==> config.mk <==
export PLATFORM = sky130hd
export DESIGN_NAME = alu_flags
export DESIGN_NICKNAME = d
export VERILOG_FILES = /design/src/rtl/alu_flags.sv
export SDC_FILE = /design/constraint.sdc
export NUM_CORES = 1
export LEC_CHECK = 0
export BUFFER_PORTS_ARGS = -buffer_cell sky130_fd_sc_hd__buf_2
export CORE_ASPECT_RATIO = 1.75
export CORE_MARGIN = 2
export CORE_UTILIZATION = 30
export CTS_CLUSTER_DIAMETER = 50
export CTS_CLUSTER_SIZE = 14
export DETAILED_ROUTE_END_ITERATION = 7
export PLACE_DENSITY = 0.47
export SKIP_LAST_GASP = 1
export SYNTH_ARGS = -nofsm -noshare
export SYNTH_HDL_FRONTEND = slang
export SYNTH_SLANG_ARGS = --single-unit
==> constraint.sdc <==
create_clock -name clk -period 13.6 [get_ports clk]
set_clock_uncertainty 0.15 [all_clocks]
set_input_delay 1.36 -clock clk [delete_from_list [all_inputs] [get_ports clk]]
set_output_delay 1.36 -clock clk [all_outputs]
set_load 0.02 [all_outputs]
==> src/rtl/alu_flags.sv <==
module alu_flags (
  input  logic        clk,
  input  logic        rst_n,
  input  logic        op_valid,
  input  logic [3:0]  op_code,
  input  logic        word_mode,
  input  logic [15:0] opnd_a,
  input  logic [15:0] opnd_b,
  output logic [15:0] result,
  output logic [15:0] flags
);
  localparam logic [3:0] OP_ADD = 4'd0, OP_SUB = 4'd1, OP_AND = 4'd2, OP_OR = 4'd3,
                         OP_XOR = 4'd4, OP_INC = 4'd5, OP_DEC = 4'd6, OP_NOT = 4'd7,
                         OP_SHL = 4'd8, OP_SHR = 4'd9, OP_SAR = 4'd10, OP_SETC = 4'd11,
                         OP_CLRC = 4'd12, OP_LOAD = 4'd13;
  localparam logic [15:0] RW_MASK = 16'h0FD5;
  localparam logic [15:0] FIXED_ONES = 16'h0002;
  localparam int CF = 0, PF = 2, AF = 4, ZF = 6, SF = 7, OF = 11;

  logic [15:0] size_mask, top_bit, a_m, b_m, y, res;
  logic [16:0] raw;
  logic        is_sub, is_step, a_top, y_top, raw_top, r_top;
  logic        cf_n, af_n, of_n, stat_upd;

  assign size_mask = word_mode ? 16'hFFFF : 16'h00FF;
  assign top_bit   = word_mode ? 16'h8000 : 16'h0080;
  assign a_m       = opnd_a & size_mask;
  assign b_m       = opnd_b & size_mask;
  assign is_sub    = (op_code == OP_SUB) || (op_code == OP_DEC);
  assign is_step   = (op_code == OP_INC) || (op_code == OP_DEC);
  assign y         = is_step ? 16'd1 : b_m;
  assign raw       = is_sub ? ({1'b0, a_m} - {1'b0, y}) : ({1'b0, a_m} + {1'b0, y});
  assign a_top     = |(a_m & top_bit);
  assign y_top     = |(y & top_bit);
  assign raw_top   = |(raw[15:0] & top_bit);
  assign r_top     = |(res & top_bit);
  assign stat_upd  = op_valid && (op_code <= OP_SAR) && (op_code != OP_NOT);
  assign result    = res;

  always_comb begin
    res  = 16'h0000;
    cf_n = 1'b0;
    af_n = 1'b0;
    of_n = 1'b0;
    case (op_code)
      OP_ADD, OP_SUB, OP_INC, OP_DEC: begin
        res  = raw[15:0] & size_mask;
        cf_n = word_mode ? raw[16] : raw[8];
        af_n = a_m[4] ^ y[4] ^ raw[4];
        of_n = is_sub ? ((a_top != y_top) && (raw_top != a_top))
                      : ((a_top == y_top) && (raw_top != a_top));
      end
      OP_AND: res = a_m & b_m;
      OP_OR:  res = a_m | b_m;
      OP_XOR: res = a_m ^ b_m;
      OP_NOT: res = ~a_m & size_mask;
      OP_SHL: begin
        res  = (a_m << 1) & size_mask;
        cf_n = a_top;
        of_n = a_top ^ (word_mode ? a_m[14] : a_m[6]);
      end
      OP_SHR: begin
        res  = a_m >> 1;
        cf_n = a_m[0];
        of_n = a_top;
      end
      OP_SAR: begin
        res  = (a_m >> 1) | (a_top ? top_bit : 16'h0000);
        cf_n = a_m[0];
      end
      default: res = 16'h0000;
    endcase
  end

  always_ff @(posedge clk) begin
    if (!rst_n) begin
      flags <= FIXED_ONES;
    end else if (stat_upd) begin
      flags[CF] <= is_step ? flags[CF] : cf_n;
      flags[PF] <= ~^res[7:0];
      flags[AF] <= af_n;
      flags[ZF] <= (res == 16'h0000);
      flags[SF] <= r_top;
      flags[OF] <= of_n;
    end else if (op_valid && (op_code == OP_SETC || op_code == OP_CLRC)) begin
      case (opnd_b[1:0])
        2'd0:    flags[8]  <= (op_code == OP_SETC);
        2'd1:    flags[9]  <= (op_code == OP_SETC);
        2'd2:    flags[10] <= (op_code == OP_SETC);
        default: flags     <= flags;
      endcase
    end else if (op_valid && op_code == OP_LOAD) begin
      flags <= (opnd_b & RW_MASK) | FIXED_ONES;
    end
  end
endmodule

---- After elaboration in Yosys (flattened, before gate mapping) ----
Index checks and enable logic that the tools add are counted.
storage, ports and cells
  memory bits (writable) .................. 0
  logic and storage cells ................. 99
  register bits ........................... 9
  bits in latches ......................... 0
  input port bits ......................... 40
  memories kept ........................... 0
  ROM bits ................................ 0
cells by class
  mux-type cells .......................... 23
  reductions and logical operators ........ 26
  bitwise gates (word level) .............. 18
  shift operators ......................... 0
  divide/modulo/power cells ............... 0
  multiply operators ...................... 0
  eq/ne operators ......................... 24
  $add $sub $neg .......................... 2
  $lt $le $gt $ge ......................... 1
operators with widths
  kind                number
  $and 16x16->16      10
  $pmux 16 s8         1
  $mux 16             4
  $reduce_or 16->1    4
  $eq 4x4->1 const B  6
  $mux 12             2
  $add 16x16->17      1
  $mux 17             1
  $sub 16x16->17      1
  $eq 4x3->1 const B  4
  $logic_not 16->1    1
  $not 16->16         1
  $or 15x16->16       1
  $or 16x16->16       1
  $xor 16x16->16      1
  $mux 1              12
  $reduce_and 3->1    4
  $eq 4x2->1 const B  2
  $reduce_xnor 8->1   1
  $logic_and 1x1->1   6
  $ne 2x1->1 const B  3
  $pmux 1 s3          2
  $eq 4x1->1 const B  1
  $le 4x4->1 const B  1
  other kinds (16)    23

---- Depth between registers and ports, before layout ----
Gate-level depths: netlist (run 1).
  word-level depth ........................ 12
  depth in mapped cells ................... 24
  gate-level depth less buffers ........... 20

---- Worst setup path after synthesis (run 1) ----
OpenSTA, ideal clock, no wires.
  path type ............................... input to output
  from .................................... in op_code[1]
  to ...................................... out result[15]
  arrival time ............................ 5.331 ns
  stages .................................. 20
  path slack .............................. 6.759 ns
  path buffers ............................ 5
  cell sequence ........................... clkbuf_1 xnor2_1 nor2_1 clkbuf_1 buf_1 nor2_1 ha_1 clkbuf_1 nor2_1 nor2_1 a31oi_1 o21ai_0 ha_1 clkbuf_1 o21a_1 o211ai_1 a211o_1 and2_1 o311ai_1 a31o_2
between the ends
  longest elaborated chain between the ends .. 7
ends and longest elaborated chain
  element                                           RTL line    text
  start: declaration                                5           input logic [3:0] op_code,
  $eq 4x3->1, on equally long branches              30, 45, 29
  $logic_or 1x1->1                                  30          assign is_step = (op_code == OP_INC) || (op_code == OP_DEC);
  $mux 16                                           31          assign y = is_step ? 16'd1 : b_m;
  $add 16x16->17 or $sub 16x16->17 (tied branches)  32          assign raw = is_sub ? ({1'b0, a_m} - {1'b0, y}) : ({1'b0, a_m} + {1'b0, y});
  $mux 17                                           32
  $and 16x16->16                                    47          res = raw[15:0] & size_mask;
  $pmux 16 s8 *                                     45          case (op_code)
  end: declaration                                  9           output logic [15:0] result,
Every way passes the cells marked *; elsewhere a longest branch is shown, timed or not.

---- Worst setup path after layout (run 1) ----
  from .................................... in op_code[0]
  to ...................................... out result[15]
Same word-level chain as after synthesis.

==> reports/summary.txt, run 1 <==
OUTCOME
-------------------------------------------------------------------------------------------------
Result of the run                                                                    finished clean

CLOCK TREE
-------------------------------------------------------------------------------------------------
Number of H-tree branching levels                                                               1
CTS Buf Count                                                                                   3
Clock tree from TritonCTS                                                                     yes
Clock latency of the later-clocked register in the worst-skew pair                        0.24 ns
Maximum buffer depth of the clock tree                                                          2
Buffers inserted by post-CTS timing repair                                                      0
Clock sink count                                                                                9
Post-cts hold buffer count                                                                      0
Clock-pin slew of the registers on the worst-case setup and hold paths                    0.04 ns
Count of cells resized by post-cts repair                                                       0
Root Buffer                                                                          sky130_fd_sc_hd__clkbuf_16

WORST HOLD PATH
-------------------------------------------------------------------------------------------------
Worst hold stages                                                                               1
Hold path startpoint                                                                 flags[4]$_SDFFE_PN0P_
Worst min-delay path class                                                             reg -> reg
Destination of the worst hold path                                                   flags[4]$_SDFFE_PN0P_

PWR
-------------------------------------------------------------------------------------------------
Switching Fraction                                                                          50.0%
Net switching component of the power                                                       141 uW
Clock network fraction of total power                                                       18.6%
Post-route total power                                                                     281 uW
Lkg Pwr                                                                                0.00209 uW
Share of total power in combinational logic                                                 71.0%
Worst IR Drop VDD                                                                         28.4 uV
Sequential share of power                                                                   10.5%
Internal power                                                                             141 uW
Power per Cell Area                                                                  68.0 nW/um^2

STA
-------------------------------------------------------------------------------------------------
Headroom to the max-slew limit                                                              17.0%
Shortest clock period the worst path allows after layout                                  7.16 ns
RSZ-0062 raised after global routing                                                           no
Setup violation total in the final timing report                                                0
Slew at the pin closest to its max-slew limit                                             1.24 ns
Final TNS setup                                                                              0 ns
Count of final hold-check violations                                                            0
Final setup margin                                                                        6.44 ns
Final period util                                                                           52.7%
FMAX                                                                                      140 MHz
Final max-slew violation count                                                                  0

ROUTE
-------------------------------------------------------------------------------------------------
Avg WL per Cell                                                                           20.8 um
Residual DRC                                                                                    0
WL final                                                                                  15.2 mm
Via count                                                                                    4314
Post-route ant nets                                                                             0
Vias per inst                                                                                5.91
Number of search-and-repair iterations in the first detailed-routing pass                       5
Initial drt markers                                                                           311

LOGIC SYNTHESIS
-------------------------------------------------------------------------------------------------
Post-synth EDFFs                                                                                0
Primary flip-flop cell chosen by synthesis mapping                                   sky130_fd_sc_hd__dfxtp_1
Top post-synthesis cells by area                                                     sky130_fd_sc_hd__ha_1 (18%), sky130_fd_sc_hd__nand2_1 (6.8%), sky130_fd_sc_hd__a21oi_1 (5.7%)
Share of async-settable or async-resettable flops after synthesis                              0%
Post-synthesis instance area                                                           3630 sq um
Synthesized area per cell                                                              6.64 sq um
Yosys top cell by area                                                               sky130_fd_sc_hd__ha_1
Total of flip-flops plus latches after synthesis                                                9
Register area share after synthesis                                                         4.96%
Synthesized instance count                                                                    547
Synth top area share                                                                        18.3%
Number of distinct library cell variants in the gate-level netlist after synthesis             67
Syn. warnings                                                                                   0

CRITICAL PATH
-------------------------------------------------------------------------------------------------
Max Fanout on Critical Path                                                                    24
Sort of element at the end of the critical path                                       output port
FF-to-FF End                                                                         flags[7]$_SDFFE_PN0P_
Crit path top cell by count                                                          sky130_fd_sc_hd__nor2_1
Number of cells traversed by the worst register-to-register path                                3
Critical Path, Cell by Cell                                                          buf_2 -> xnor2_1 -> nor2_1 -> buf_4 -> nor2_1 -> ha_1 -> nor2_1 -> nor2_1 -> a31oi_1 -> o21ai_0 -> ha_1 -> o21a_1 -> o211ai_1 -> a211o_1 -> and2_1 -> o311ai_1 -> a31o_2 -> buf_2
Worst reg-to-reg setup slack                                                             12.56 ns
Required time of the critical path                                                       12.09 ns
Kind of critical path                                                                   in -> out
Worst EP arrival                                                                          5.65 ns
Largest stage delay, worst path                                                           0.63 ns
Cell class contributing the biggest share of worst-path delay                        compound AO/OA/AOI/OAI gates
Critical-path top delay cell                                                         sky130_fd_sc_hd__o311ai_1
Startpoint of the most critical register-to-register path                            flags[7]$_SDFFE_PN0P_
Crit path buffers/inverters                                                                     3
Startpoint types                                                                        input pin

GRT
-------------------------------------------------------------------------------------------------
First-pass GRT wire length                                                                22.7 mm
Via count of the first global-routing pass                                                   4171
Remaining global-route overflow                                                                 0
Largest net degree at the start of global routing                                              30
GRT Util Overall                                                                            22.7%
Number of antenna violations at the first check in global routing                               0

PLACED DESIGN
-------------------------------------------------------------------------------------------------
HPWL after detailed placement                                                             12.3 mm
Worst setup slack before clock tree synthesis                                             6.46 ns
Input/output buffers                                                                           64
Global placement routability congestion                                                     0.931

FINISH
-------------------------------------------------------------------------------------------------
Diodes inserted                                                                                 0
Nets                                                                                          688
Largest registers ranked by flip-flop count                                          flags: 9 flops
Area growth syn-to-layout                                                                   13.9%
Fraction of layout cells with a size suffix above 1                                         14.0%
Top reg by flops                                                                            flags
Flip-flop count of the largest register, all copies and words added                             9

DIE
-------------------------------------------------------------------------------------------------
Starting density of the core                                                                30.4%
Die outline height                                                                         150 um
Die Span X                                                                                87.2 um
Top-Level Pins                                                                                 72
Floorplan core area                                                                   11900 sq um
Floorplan die area                                                                    13000 sq um
FP Rows                                                                                        53

RUN
-------------------------------------------------------------------------------------------------
# Max-Cap Violations                                                                            0

[layout make-up]
cell class / count / area (sq um)
multi-input cells: 457 / 3140
inverters: 53 / 199
well taps: 137 / 171
clock buffers: 3 / 75.1
flip-flops and latches: 9 / 180
repair buffers: 70 / 365
fillers: 1323 / 7800
clock inverters: 1 / 5.00
[layer usage]
layer	vias to the layer above	share of wire, %	GRT usage, %
met5	-	0	0
met4	0	7.8	15.1
met3	40	3.9	1.10
met2	162	52	41.9
met1	2034	37	24.0
li1	2078	-	-
[cells in the final DEF, fill, tap and decap left out, types with 9 or more instances in the layout]
cell type | netlist | layout
sky130_fd_sc_hd__a21o_1 | 12 | 12
sky130_fd_sc_hd__o21ai_0 | 27 | 27
sky130_fd_sc_hd__dfxtp_1 | 9 | 9
sky130_fd_sc_hd__buf_2 | 1 | 64
sky130_fd_sc_hd__a21oi_1 | 41 | 40
sky130_fd_sc_hd__ha_1 | 53 | 53
sky130_fd_sc_hd__a31oi_1 | 11 | 11
sky130_fd_sc_hd__inv_1 | 52 | 52
sky130_fd_sc_hd__nand3_1 | 14 | 14
sky130_fd_sc_hd__xnor2_1 | 13 | 13
sky130_fd_sc_hd__nor2_1 | 48 | 48
sky130_fd_sc_hd__nor2b_1 | 9 | 9
sky130_fd_sc_hd__nand2_1 | 66 | 66
[cell usage after synthesis, types with 9 or more instances]
| master | n |
|---|---|
| sky130_fd_sc_hd__nor2_1 | 48 |
| sky130_fd_sc_hd__a21o_1 | 12 |
| sky130_fd_sc_hd__inv_1 | 52 |
| sky130_fd_sc_hd__o21ai_0 | 27 |
| sky130_fd_sc_hd__a31oi_1 | 11 |
| sky130_fd_sc_hd__ha_1 | 53 |
| sky130_fd_sc_hd__nor2b_1 | 9 |
| sky130_fd_sc_hd__clkbuf_1 | 23 |
| sky130_fd_sc_hd__xnor2_1 | 13 |
| sky130_fd_sc_hd__dfxtp_1 | 9 |
| sky130_fd_sc_hd__nand3_1 | 14 |
| sky130_fd_sc_hd__nand2_1 | 66 |
| sky130_fd_sc_hd__a21oi_1 | 41 |
[logic make-up (layout without fill, tap and decap cells)]
logic type               after synthesis  in the layout  share of synthesized area (%)
AO/OA/AOI/OAI                        178            178                           34.2
AND/OR/NAND/NOR                      188            188                           24.6
multiplexers                           9              9                           2.52
flip-flops                             9              9                           4.96
buffers and inverters                 86            127                           9.65
XOR/XNOR                              21             21                           5.07
adder cells (fa/ha/maj)               54             54                           18.8
other                                  2              7                          0.207
[worst max-delay path by stage]
| stage | endpoint | cells past startpoint | startpoint |
|---|---|---|---|
| 6_report | result[15] | 18 | op_code[0] |
| 5_1_grt | result[15] | 17 | op_code[0] |
| 2_1_floorplan | result[15] | 20 | op_code[1] |
| 3_5_place_dp | result[15] | 17 | op_code[0] |
| 3_3_place_gp | result[15] | 18 | op_code[0] |
| 4_1_cts | result[15] | 17 | op_code[0] |
[worst register-to-register path, cell delays in order, from the launching register on]
cell and delay [ns]:
sky130_fd_sc_hd__dfxtp_1 0.33, sky130_fd_sc_hd__o21ai_0 0.11, sky130_fd_sc_hd__a211o_1 0.28, sky130_fd_sc_hd__o22ai_1 0.10
[through the flow]
stage	hold slack, ns	instance area [sq um]	instances	utilization (%)
5_1_grt	0.390	4140	730	34.6
4_1_cts	0.373	4140	730	34.6
3_3_place_gp	0.351	4060	726	34.0
3_5_place_dp	0.360	4060	726	34.0
2_1_floorplan	0.439	3650	552	-
6_report	0.364	4140	730	34.6
[power by group through the flow]
stage / Clock, uW / Combinational [uW] / Sequential, uW
floorplan: 0 / 134 / 32.0
global placement: 0 / 196 / 29.9
detailed placement: 0 / 198 / 30.0
CTS: 52.8 / 199 / 29.5
global route: 54.1 / 218 / 29.8
finish: 52.2 / 199 / 29.4
(Power assumes the default switching activity.)
==> run 2, diff against run 1 <==
ABC_AREA = 1   (was unset)
clock period = 6.7 ns   (was 13.6 ns; I/O delays follow)
==> run 2 against run 1 <==
Against the previous run: via count is 2.7% higher; sequential share of layout area is 0.13 points lower; non-clock buffer count is 4 lower; critical path depth is 9 higher; flip-flop and latch count stayed put; cell count is 23% higher; critical path type is now in -> reg; largest cell class unchanged.
==> reports/summary.txt, run 2 <==
OUTCOME
-------------------------------------------------------------------------------------------------
Result of the run                                                                    finished clean   unchanged

LOGIC SYNTHESIS
-------------------------------------------------------------------------------------------------
Synth top area share                                                                        19.2%   was 18.3%
Yosys top cell by area                                                               sky130_fd_sc_hd__nand2_1   was sky130_fd_sc_hd__ha_1
Most frequently used cell type in the post-synthesis netlist                         sky130_fd_sc_hd__nand2_1   unchanged
Number of distinct library cell variants in the gate-level netlist after synthesis             44   was 67
Share of async-settable or async-resettable flops after synthesis                              0%   unchanged
Total of flip-flops plus latches after synthesis                                                9   unchanged
Synthesized area per cell                                                              5.54 sq um   was 6.64 sq um
Ranking of synthesized cells by instance count                                       sky130_fd_sc_hd__nand2_1 (191), sky130_fd_sc_hd__inv_1 (125), sky130_fd_sc_hd__nor2_1 (66)   was sky130_fd_sc_hd__nand2_1 (66), sky130_fd_sc_hd__ha_1 (53), sky130_fd_sc_hd__inv_1 (52)
Main combinational cell family by area after synthesis                               simple AND/OR/NAND/NOR gates   was compound AO/OA/AOI/OAI gates
Primary flip-flop cell chosen by synthesis mapping                                   sky130_fd_sc_hd__dfxtp_1   unchanged
Post-synthesis instance area                                                           3730 sq um   was 3630 sq um
Top post-synthesis cells by area                                                     sky130_fd_sc_hd__nand2_1 (19%), sky130_fd_sc_hd__ha_1 (18%), sky130_fd_sc_hd__inv_1 (13%)   was sky130_fd_sc_hd__ha_1 (18%), sky130_fd_sc_hd__nand2_1 (6.8%), sky130_fd_sc_hd__a21oi_1 (5.7%)
Syn. warnings                                                                                   0   unchanged
Register area share after synthesis                                                         4.83%   was 4.96%
Post-synthesis adder-cell area fraction                                                     18.3%   was 18.8%
Post-synth EDFFs                                                                                0   unchanged
Synthesized instance count                                                                    674   was 547
Simple-gate portion of the synthesized area                                                 37.2%   was 24.6%
Compound-Gate Fraction of Synth Area                                                        17.4%   was 34.2%
Fraction of synthesized cell area in xor and xnor cells                                     5.40%   was 5.07%
Multiplexer area fraction after synthesis                                                      0%   was 2.52%

STA
-------------------------------------------------------------------------------------------------
Final TNS setup                                                                              0 ns   unchanged
FMAX                                                                                      209 MHz
Slew at the pin closest to its max-slew limit                                            0.809 ns   was 1.24 ns
Headroom to the max-slew limit                                                              45.9%   was 17.0%
Count of final hold-check violations                                                            0   unchanged
Shortest clock period the worst path allows after layout                                  4.79 ns
RSZ-0062 raised after global routing                                                           no   unchanged
Setup violation total in the final timing report                                                0   unchanged
Worst-case hold slack                                                                    0.340 ns   was 0.364 ns
Final period util                                                                           71.5%
Final max-slew violation count                                                                  0   unchanged

CLOCK TREE
-------------------------------------------------------------------------------------------------
Clock tree from TritonCTS                                                                     yes   unchanged
Buffers inserted by post-CTS timing repair                                                      0   unchanged
Clock latency of the later-clocked register in the worst-skew pair                        0.23 ns   was 0.24 ns
CTS Buf Count                                                                                   3   unchanged
Post-cts hold buffer count                                                                      0   unchanged
Root Buffer                                                                          sky130_fd_sc_hd__clkbuf_16   unchanged
Clock-pin slew of the registers on the worst-case setup and hold paths                    0.04 ns   about the same
Clock sink count                                                                                9   unchanged
Count of cells resized by post-cts repair                                                       0   unchanged
Maximum buffer depth of the clock tree                                                          2   unchanged
Number of H-tree branching levels                                                               1   unchanged

DIE
-------------------------------------------------------------------------------------------------
Die outline height                                                                         152 um   was 150 um
Starting density of the core                                                                30.9%   was 30.4%
Top-Level Pins                                                                                 72   unchanged
Die Span X                                                                                88.3 um   was 87.2 um
Floorplan core area                                                                   12100 sq um   was 11900 sq um
FP Rows                                                                                        53   unchanged
Floorplan die area                                                                    13400 sq um   was 13000 sq um

CRITICAL PATH
-------------------------------------------------------------------------------------------------
Crit path buffers/inverters                                                                     4   was 3
Largest stage delay, worst path                                                           0.32 ns   was 0.63 ns
Worst EP arrival                                                                          4.80 ns   was 5.65 ns
Required time of the critical path                                                        6.71 ns   was 12.09 ns
Crit path top cell by count                                                          sky130_fd_sc_hd__nor2_1   unchanged
Sort of element at the end of the critical path                                         flip-flop   was output port
Kind of critical path                                                                   in -> reg   was in -> out
Max Fanout on Critical Path                                                                    14   was 24
Startpoint types                                                                        input pin   unchanged
Cell class contributing the biggest share of worst-path delay                        simple AND/OR/NAND/NOR gates   was compound AO/OA/AOI/OAI gates
Critical-path top delay cell                                                         sky130_fd_sc_hd__or2_2   was sky130_fd_sc_hd__o311ai_1

ROUTE
-------------------------------------------------------------------------------------------------
Avg WL per Cell                                                                           16.2 um   was 20.8 um
Number of search-and-repair iterations in the first detailed-routing pass                       5   unchanged
WL final                                                                                  14.5 mm   was 15.2 mm
Residual DRC                                                                                    0   unchanged
Initial drt markers                                                                           210   was 311
Post-route ant nets                                                                             0   unchanged
Vias per inst                                                                                4.94   was 5.91
Via count                                                                                    4430   was 4314

PLACED DESIGN
-------------------------------------------------------------------------------------------------
Global placement routability congestion                                                     0.919   was 0.931
HPWL after detailed placement                                                             12.3 mm   about the same
Input/output buffers                                                                           64   unchanged

FINISH
-------------------------------------------------------------------------------------------------
Nets                                                                                          827   was 688
Commonest cells after routing, fill and taps aside                                   sky130_fd_sc_hd__nand2_1 (191), sky130_fd_sc_hd__inv_1 (125), sky130_fd_sc_hd__nor2_1 (66), sky130_fd_sc_hd__buf_2 (64), sky130_fd_sc_hd__ha_1 (53)   was sky130_fd_sc_hd__nand2_1 (66), sky130_fd_sc_hd__buf_2 (64), sky130_fd_sc_hd__ha_1 (53), sky130_fd_sc_hd__inv_1 (52), sky130_fd_sc_hd__nor2_1 (48)
Total area of sequential cells                                                          180 sq um   unchanged
Top reg by flops                                                                            flags   unchanged
Diodes inserted                                                                                 0   unchanged
Most common cell after layout, fill and taps aside                                   sky130_fd_sc_hd__nand2_1   unchanged
Fraction of layout cells with a size suffix above 1                                         13.7%   was 14.0%
Fill cell total of the finished layout                                                       1483   was 1323
Flip-flop count of the largest register, all copies and words added                             9   unchanged
Area occupied by multi-input gates                                                     2950 sq um   was 3140 sq um
Final design utilization                                                                    35.3%   was 34.6%
Area growth syn-to-layout                                                                   14.1%   was 13.9%
Largest registers ranked by flip-flop count                                          flags: 9 flops   unchanged

PWR
-------------------------------------------------------------------------------------------------
Worst IR Drop VDD                                                                          161 uV   was 28.4 uV
Lkg Pwr                                                                                0.00261 uW   was 0.00209 uW
Power per Cell Area                                                                   129 nW/um^2   was 68.0 nW/um^2

GRT
-------------------------------------------------------------------------------------------------
GRT Util Overall                                                                            21.5%   was 22.7%
Number of antenna violations at the first check in global routing                               0   unchanged
First-pass GRT wire length                                                                22.3 mm   was 22.7 mm
Remaining global-route overflow                                                                 0   unchanged
Via count of the first global-routing pass                                                   4269   was 4171
Largest net degree at the start of global routing                                              25   was 30

WORST HOLD PATH
-------------------------------------------------------------------------------------------------
Worst min-delay path class                                                             reg -> reg   unchanged

RUN
-------------------------------------------------------------------------------------------------
# Max-Cap Violations                                                                            0   unchanged

[run 2: cell types whose count changed after synthesis, moves of 8 or more]
| cell | before | now |
|---|---|---|
| sky130_fd_sc_hd__a21o_1 | 12 | 0 |
| sky130_fd_sc_hd__inv_1 | 52 | 125 |
| sky130_fd_sc_hd__a221oi_1 | 5 | 14 |
| sky130_fd_sc_hd__a21oi_1 | 41 | 33 |
| sky130_fd_sc_hd__nor2b_1 | 9 | 0 |
| sky130_fd_sc_hd__a31oi_1 | 11 | 3 |
| sky130_fd_sc_hd__nand2_1 | 66 | 191 |
| sky130_fd_sc_hd__clkbuf_1 | 23 | 0 |
| sky130_fd_sc_hd__inv_2 | 1 | 9 |
| sky130_fd_sc_hd__nand3_1 | 14 | 37 |
| sky130_fd_sc_hd__nor2_1 | 48 | 66 |
| sky130_fd_sc_hd__mux2i_1 | 8 | 0 |
[run 2: worst reg2reg max path, delay by kind of cell, from the launching register on]
kind	cells	cell delay, ns
DFF	1	0.33
AOI/OAI and AO/OA	2	0.22
[run 2: area by class of cell]
type                            instances  share of cell area, %
Inverter                              135                   12.0
Tap cell                              165                   4.85
Sequential cell                         9                   4.23
Timing Repair Buffer                   66                   7.87
Multi-Input combinational cell        518                   69.3
Clock buffer                            4                   1.85
[run 2: power breakdown]
part / leakage (uW) / switching [uW] / total (uW) / internal (uW)
clock network: 0.0000382 / 24.2 / 104 / 79.4
registers: 0.0000739 / 2.21 / 60.1 / 57.9
logic: 0.00250 / 258 / 387 / 129
[run 2: through the flow]
step / area (sq um) / instances / setup slack [ns] / total power (uW)
floorplan: 3750 / 679 / 2.21 / 328
global placement: 4180 / 893 / 1.71 / 445
detailed placement: 4180 / 893 / 1.72 / 445
CTS: 4260 / 897 / 1.94 / 552
global route: 4260 / 897 / 1.59 / 602
finish: 4260 / 897 / 1.91 / 551
[run 2: path summary, 6_finish.rpt]
path	slack [ns]	to	cells after the start	from
worst max register to register	5.89	flags[0]$_SDFFE_PN0P_	2	flags[0]$_SDFFE_PN0P_
worst min register to register	0.34	flags[9]$_SDFFE_PN0P_	2	flags[9]$_SDFFE_PN0P_
worst min-delay path	0.34	flags[9]$_SDFFE_PN0P_	2	flags[9]$_SDFFE_PN0P_
worst max-delay path	1.91	flags[6]$_SDFFE_PN0P_	27	op_code[3]
[run 2: cells by family (layout without fill, tap and decap cells)]
kind of cell,after synthesis,count (layout)
and+or+nand+nor,329,329
buffers and inverters,152,205
AOI/OAI and AO/OA,105,105
adders and majority gates,54,54
xor gates and xnor gates,23,23
DFF,9,9
other,2,7
[run 2: metal layers]
layer | part of all wire [%] | GRT usage [%] | up-vias
met1 | 38 | 23.9 | 2043
met5 | 0 | 0 | -
met4 | 3.7 | 7.65 | 0
met2 | 55 | 42.0 | 114
li1 | - | - | 2248
met3 | 3.3 | 0.867 | 25
==> run 3, diff against run 2 <==
clock period = 5 ns   (was 6.7 ns; I/O delays follow)
==> run 3 against run 2 <==
Against the previous run: worst setup slack got worse by 1.5 ns; critical path depth is 2 lower; core utilization grew 0.16 points; global-route usage decreased by 0.12 points; sequential power up 33%; register-to-register slack got worse by 1.7 ns; wire length fell by 1.9%; worst hold slack worse by 0.0040 ns; sequential share of layout area about the same; total power increased by 34%; die area unchanged.
==> reports/summary.txt, run 3 (synthesized netlist as in run 2, its figures left out) <==
DIE
----------------------------------------------------------------------------------------
Die outline height                                                                152 um   unchanged
Floorplan die area                                                           13400 sq um   unchanged
FP Rows                                                                               53   unchanged
Top-Level Pins                                                                        72   unchanged
Die Span X                                                                       88.3 um   unchanged
Starting density of the core                                                       30.9%   unchanged
Floorplan core area                                                          12100 sq um   unchanged

ROUTE
----------------------------------------------------------------------------------------
Residual DRC                                                                           0   unchanged
Number of search-and-repair iterations in the first detailed-routing pass              7   was 5
WL final                                                                         14.3 mm   was 14.5 mm
Post-route ant nets                                                                    0   unchanged
Via count                                                                           4398   was 4430
Initial drt markers                                                                  234   was 210
Vias per inst                                                                       4.89   was 4.94
Avg WL per Cell                                                                  15.9 um   was 16.2 um

FINISH
----------------------------------------------------------------------------------------
Top reg by flops                                                                   flags   unchanged
Area growth syn-to-layout                                                          14.6%   was 14.1%
Commonest cells after routing, fill and taps aside                          sky130_fd_sc_hd__nand2_1 (191), sky130_fd_sc_hd__inv_1 (125), sky130_fd_sc_hd__nor2_1 (65), sky130_fd_sc_hd__buf_2 (64), sky130_fd_sc_hd__ha_1 (53)   was sky130_fd_sc_hd__nand2_1 (191), sky130_fd_sc_hd__inv_1 (125), sky130_fd_sc_hd__nor2_1 (66), sky130_fd_sc_hd__buf_2 (64), sky130_fd_sc_hd__ha_1 (53)
Nets                                                                                 829   was 827
Area occupied by multi-input gates                                            2950 sq um   about the same
Fill cell total of the finished layout                                              1465   was 1483
Flip-flop count of the largest register, all copies and words added                    9   unchanged
Diodes inserted                                                                        0   unchanged
Total area of sequential cells                                                 180 sq um   unchanged
Fraction of layout cells with a size suffix above 1                                14.2%   was 13.7%
Most common cell after layout, fill and taps aside                          sky130_fd_sc_hd__nand2_1   unchanged
Largest registers ranked by flip-flop count                                 flags: 9 flops   unchanged

PWR
----------------------------------------------------------------------------------------
Worst IR Drop VDD                                                                 247 uV   was 161 uV
Post-route total power                                                            735 uW   was 551 uW
Share of total power in combinational logic                                        70.2%   was 70.3%
Sequential share of power                                                          10.9%   about the same
Switching Fraction                                                                 51.4%   was 51.7%
Lkg Pwr                                                                       0.00262 uW   was 0.00261 uW
Clock network fraction of total power                                              18.9%   was 18.8%
Internal power                                                                    357 uW   was 266 uW
Power per Cell Area                                                          172 nW/um^2   was 129 nW/um^2
Net switching component of the power                                              378 uW   was 285 uW

PLACED DESIGN
----------------------------------------------------------------------------------------
HPWL after detailed placement                                                    12.2 mm   was 12.3 mm
Input/output buffers                                                                  64   unchanged
Global placement routability congestion                                            0.931   was 0.919

GRT
----------------------------------------------------------------------------------------
Remaining global-route overflow                                                        0   unchanged
Via count of the first global-routing pass                                          4390   was 4269
GRT Util Overall                                                                   21.4%   was 21.5%
First-pass GRT wire length                                                       22.2 mm   was 22.3 mm
Number of antenna violations at the first check in global routing                      0   unchanged
Largest net degree at the start of global routing                                     25   unchanged

CRITICAL PATH
----------------------------------------------------------------------------------------
Worst EP arrival                                                                 4.65 ns   was 4.80 ns
Sort of element at the end of the critical path                                flip-flop   unchanged
Required time of the critical path                                               5.02 ns   was 6.71 ns
Kind of critical path                                                          in -> reg   unchanged
Startpoint types                                                               input pin   unchanged
Max Fanout on Critical Path                                                           14   unchanged

CLOCK TREE
----------------------------------------------------------------------------------------
Clock latency of the later-clocked register in the worst-skew pair               0.23 ns   about the same
Clock tree from TritonCTS                                                            yes   unchanged
Clock-pin slew of the registers on the worst-case setup and hold paths           0.04 ns   about the same
Buffers inserted by post-CTS timing repair                                             0   unchanged
Clock sink count                                                                       9   unchanged
Root Buffer                                                                 sky130_fd_sc_hd__clkbuf_16   unchanged
Number of H-tree branching levels                                                      1   unchanged
Maximum buffer depth of the clock tree                                                 2   unchanged
CTS Buf Count                                                                          3   unchanged

WORST HOLD PATH
----------------------------------------------------------------------------------------
Worst min-delay path class                                                    reg -> reg   unchanged

STA
----------------------------------------------------------------------------------------
Final period util                                                                  92.6%
RSZ-0062 raised after global routing                                                  no   unchanged
Final max-slew violation count                                                         0   unchanged
FMAX                                                                             216 MHz
Final TNS setup                                                                     0 ns   unchanged
Slew at the pin closest to its max-slew limit                                   0.930 ns   was 0.809 ns
Setup violation total in the final timing report                                       0   unchanged
Shortest clock period the worst path allows after layout                         4.63 ns
Count of final hold-check violations                                                   0   unchanged
Worst-case hold slack                                                           0.336 ns   was 0.340 ns
Headroom to the max-slew limit                                                     37.9%   was 45.9%

RUN
----------------------------------------------------------------------------------------
# Max-Cap Violations                                                                   0   unchanged

OUTCOME
----------------------------------------------------------------------------------------
Result of the run                                                           finished clean   unchanged

[run 3: cell count changes in the layout (fill, tap and decap cells not counted), sizes merged]
cell	delta
clkinv	+1
buf	+2
clkbuf	-1
[run 3: path summary, 6_finish.rpt]
check / start / to / slack (ns) / cells past startpoint
max: op_code[3] / flags[6]$_SDFFE_PN0P_ / 0.37 / 25
min: flags[10]$_SDFFE_PN0P_ / flags[10]$_SDFFE_PN0P_ / 0.34 / 2
max reg2reg: flags[0]$_SDFFE_PN0P_ / flags[0]$_SDFFE_PN0P_ / 4.21 / 2
min reg2reg: flags[10]$_SDFFE_PN0P_ / flags[10]$_SDFFE_PN0P_ / 0.34 / 2
[run 3: layout make-up]
class | count | share of cell area (%)
Inverter | 135 | 11.9
Sequential cell | 9 | 4.21
Clock buffer | 3 | 1.75
Multi-Input combinational cell | 518 | 69.0
Tap cell | 165 | 4.82
Timing Repair Buffer | 68 | 8.19
Clock inverter | 1 | 0.117
[run 3: power by group through the flow]
stage	clock network (uW)	logic [uW]	registers, uW
final	139	516	80.1
after global routing	143	583	80.5
after CTS	141	517	80.2
after detailed placement	0	513	81.3
after global placement	0	515	81.3
after floorplan	0	352	87.6
[run 3: layer usage]
| layer | vias to the layer above | part of all wire, % | track usage [%] |
|---|---|---|---|
| met4 | 0 | 5.6 | 10.6 |
| met3 | 38 | 3.7 | 1.63 |
| met2 | 126 | 53 | 40.3 |
| met1 | 1987 | 38 | 23.2 |
| li1 | 2247 | - | - |
| met5 | - | 0 | 0 |
[run 3: timing repair]
| item | in CTS | in global routing |
|---|---|---|
| setup endpoints to repair | 0 | 1 |
| hold buffers | 0 | 0 |
| gates resized for setup | 0 | 1 |
[run 3: critical path, stage by stage]
cell and delay [ns]:
sky130_fd_sc_hd__buf_2 0.12, sky130_fd_sc_hd__nor2_2 0.22, sky130_fd_sc_hd__nand2_4 0.17, sky130_fd_sc_hd__inv_4 0.15, sky130_fd_sc_hd__nor2_1 0.07, sky130_fd_sc_hd__ha_1 0.28, sky130_fd_sc_hd__o21ai_0 0.42, sky130_fd_sc_hd__ha_1 0.33
sky130_fd_sc_hd__nand3_1 0.08, sky130_fd_sc_hd__nand2_1 0.16, sky130_fd_sc_hd__nand2_1 0.11, sky130_fd_sc_hd__nand2_1 0.14, sky130_fd_sc_hd__or2_2 0.32, sky130_fd_sc_hd__nand3_1 0.07, sky130_fd_sc_hd__nand2_1 0.11, sky130_fd_sc_hd__inv_1 0.08
sky130_fd_sc_hd__ha_1 0.13, sky130_fd_sc_hd__nand4_1 0.09, sky130_fd_sc_hd__nor2_1 0.27, sky130_fd_sc_hd__nand3_1 0.17, sky130_fd_sc_hd__nor2_1 0.13, sky130_fd_sc_hd__nand3_1 0.11, sky130_fd_sc_hd__nor2_2 0.23, sky130_fd_sc_hd__nor2_1 0.08
sky130_fd_sc_hd__nor2_1 0.09
[run 3: through the flow]
step	utilization, %	instance area, sq um	setup WS, ns	instances
5_1_grt	35.5	4280	0.0767	899
3_3_place_gp	34.8	4200	0.190	895
6_report	35.5	4280	0.372	899
3_5_place_dp	34.8	4200	0.148	895
2_1_floorplan	-	3750	0.677	679
4_1_cts	35.4	4280	0.367	899
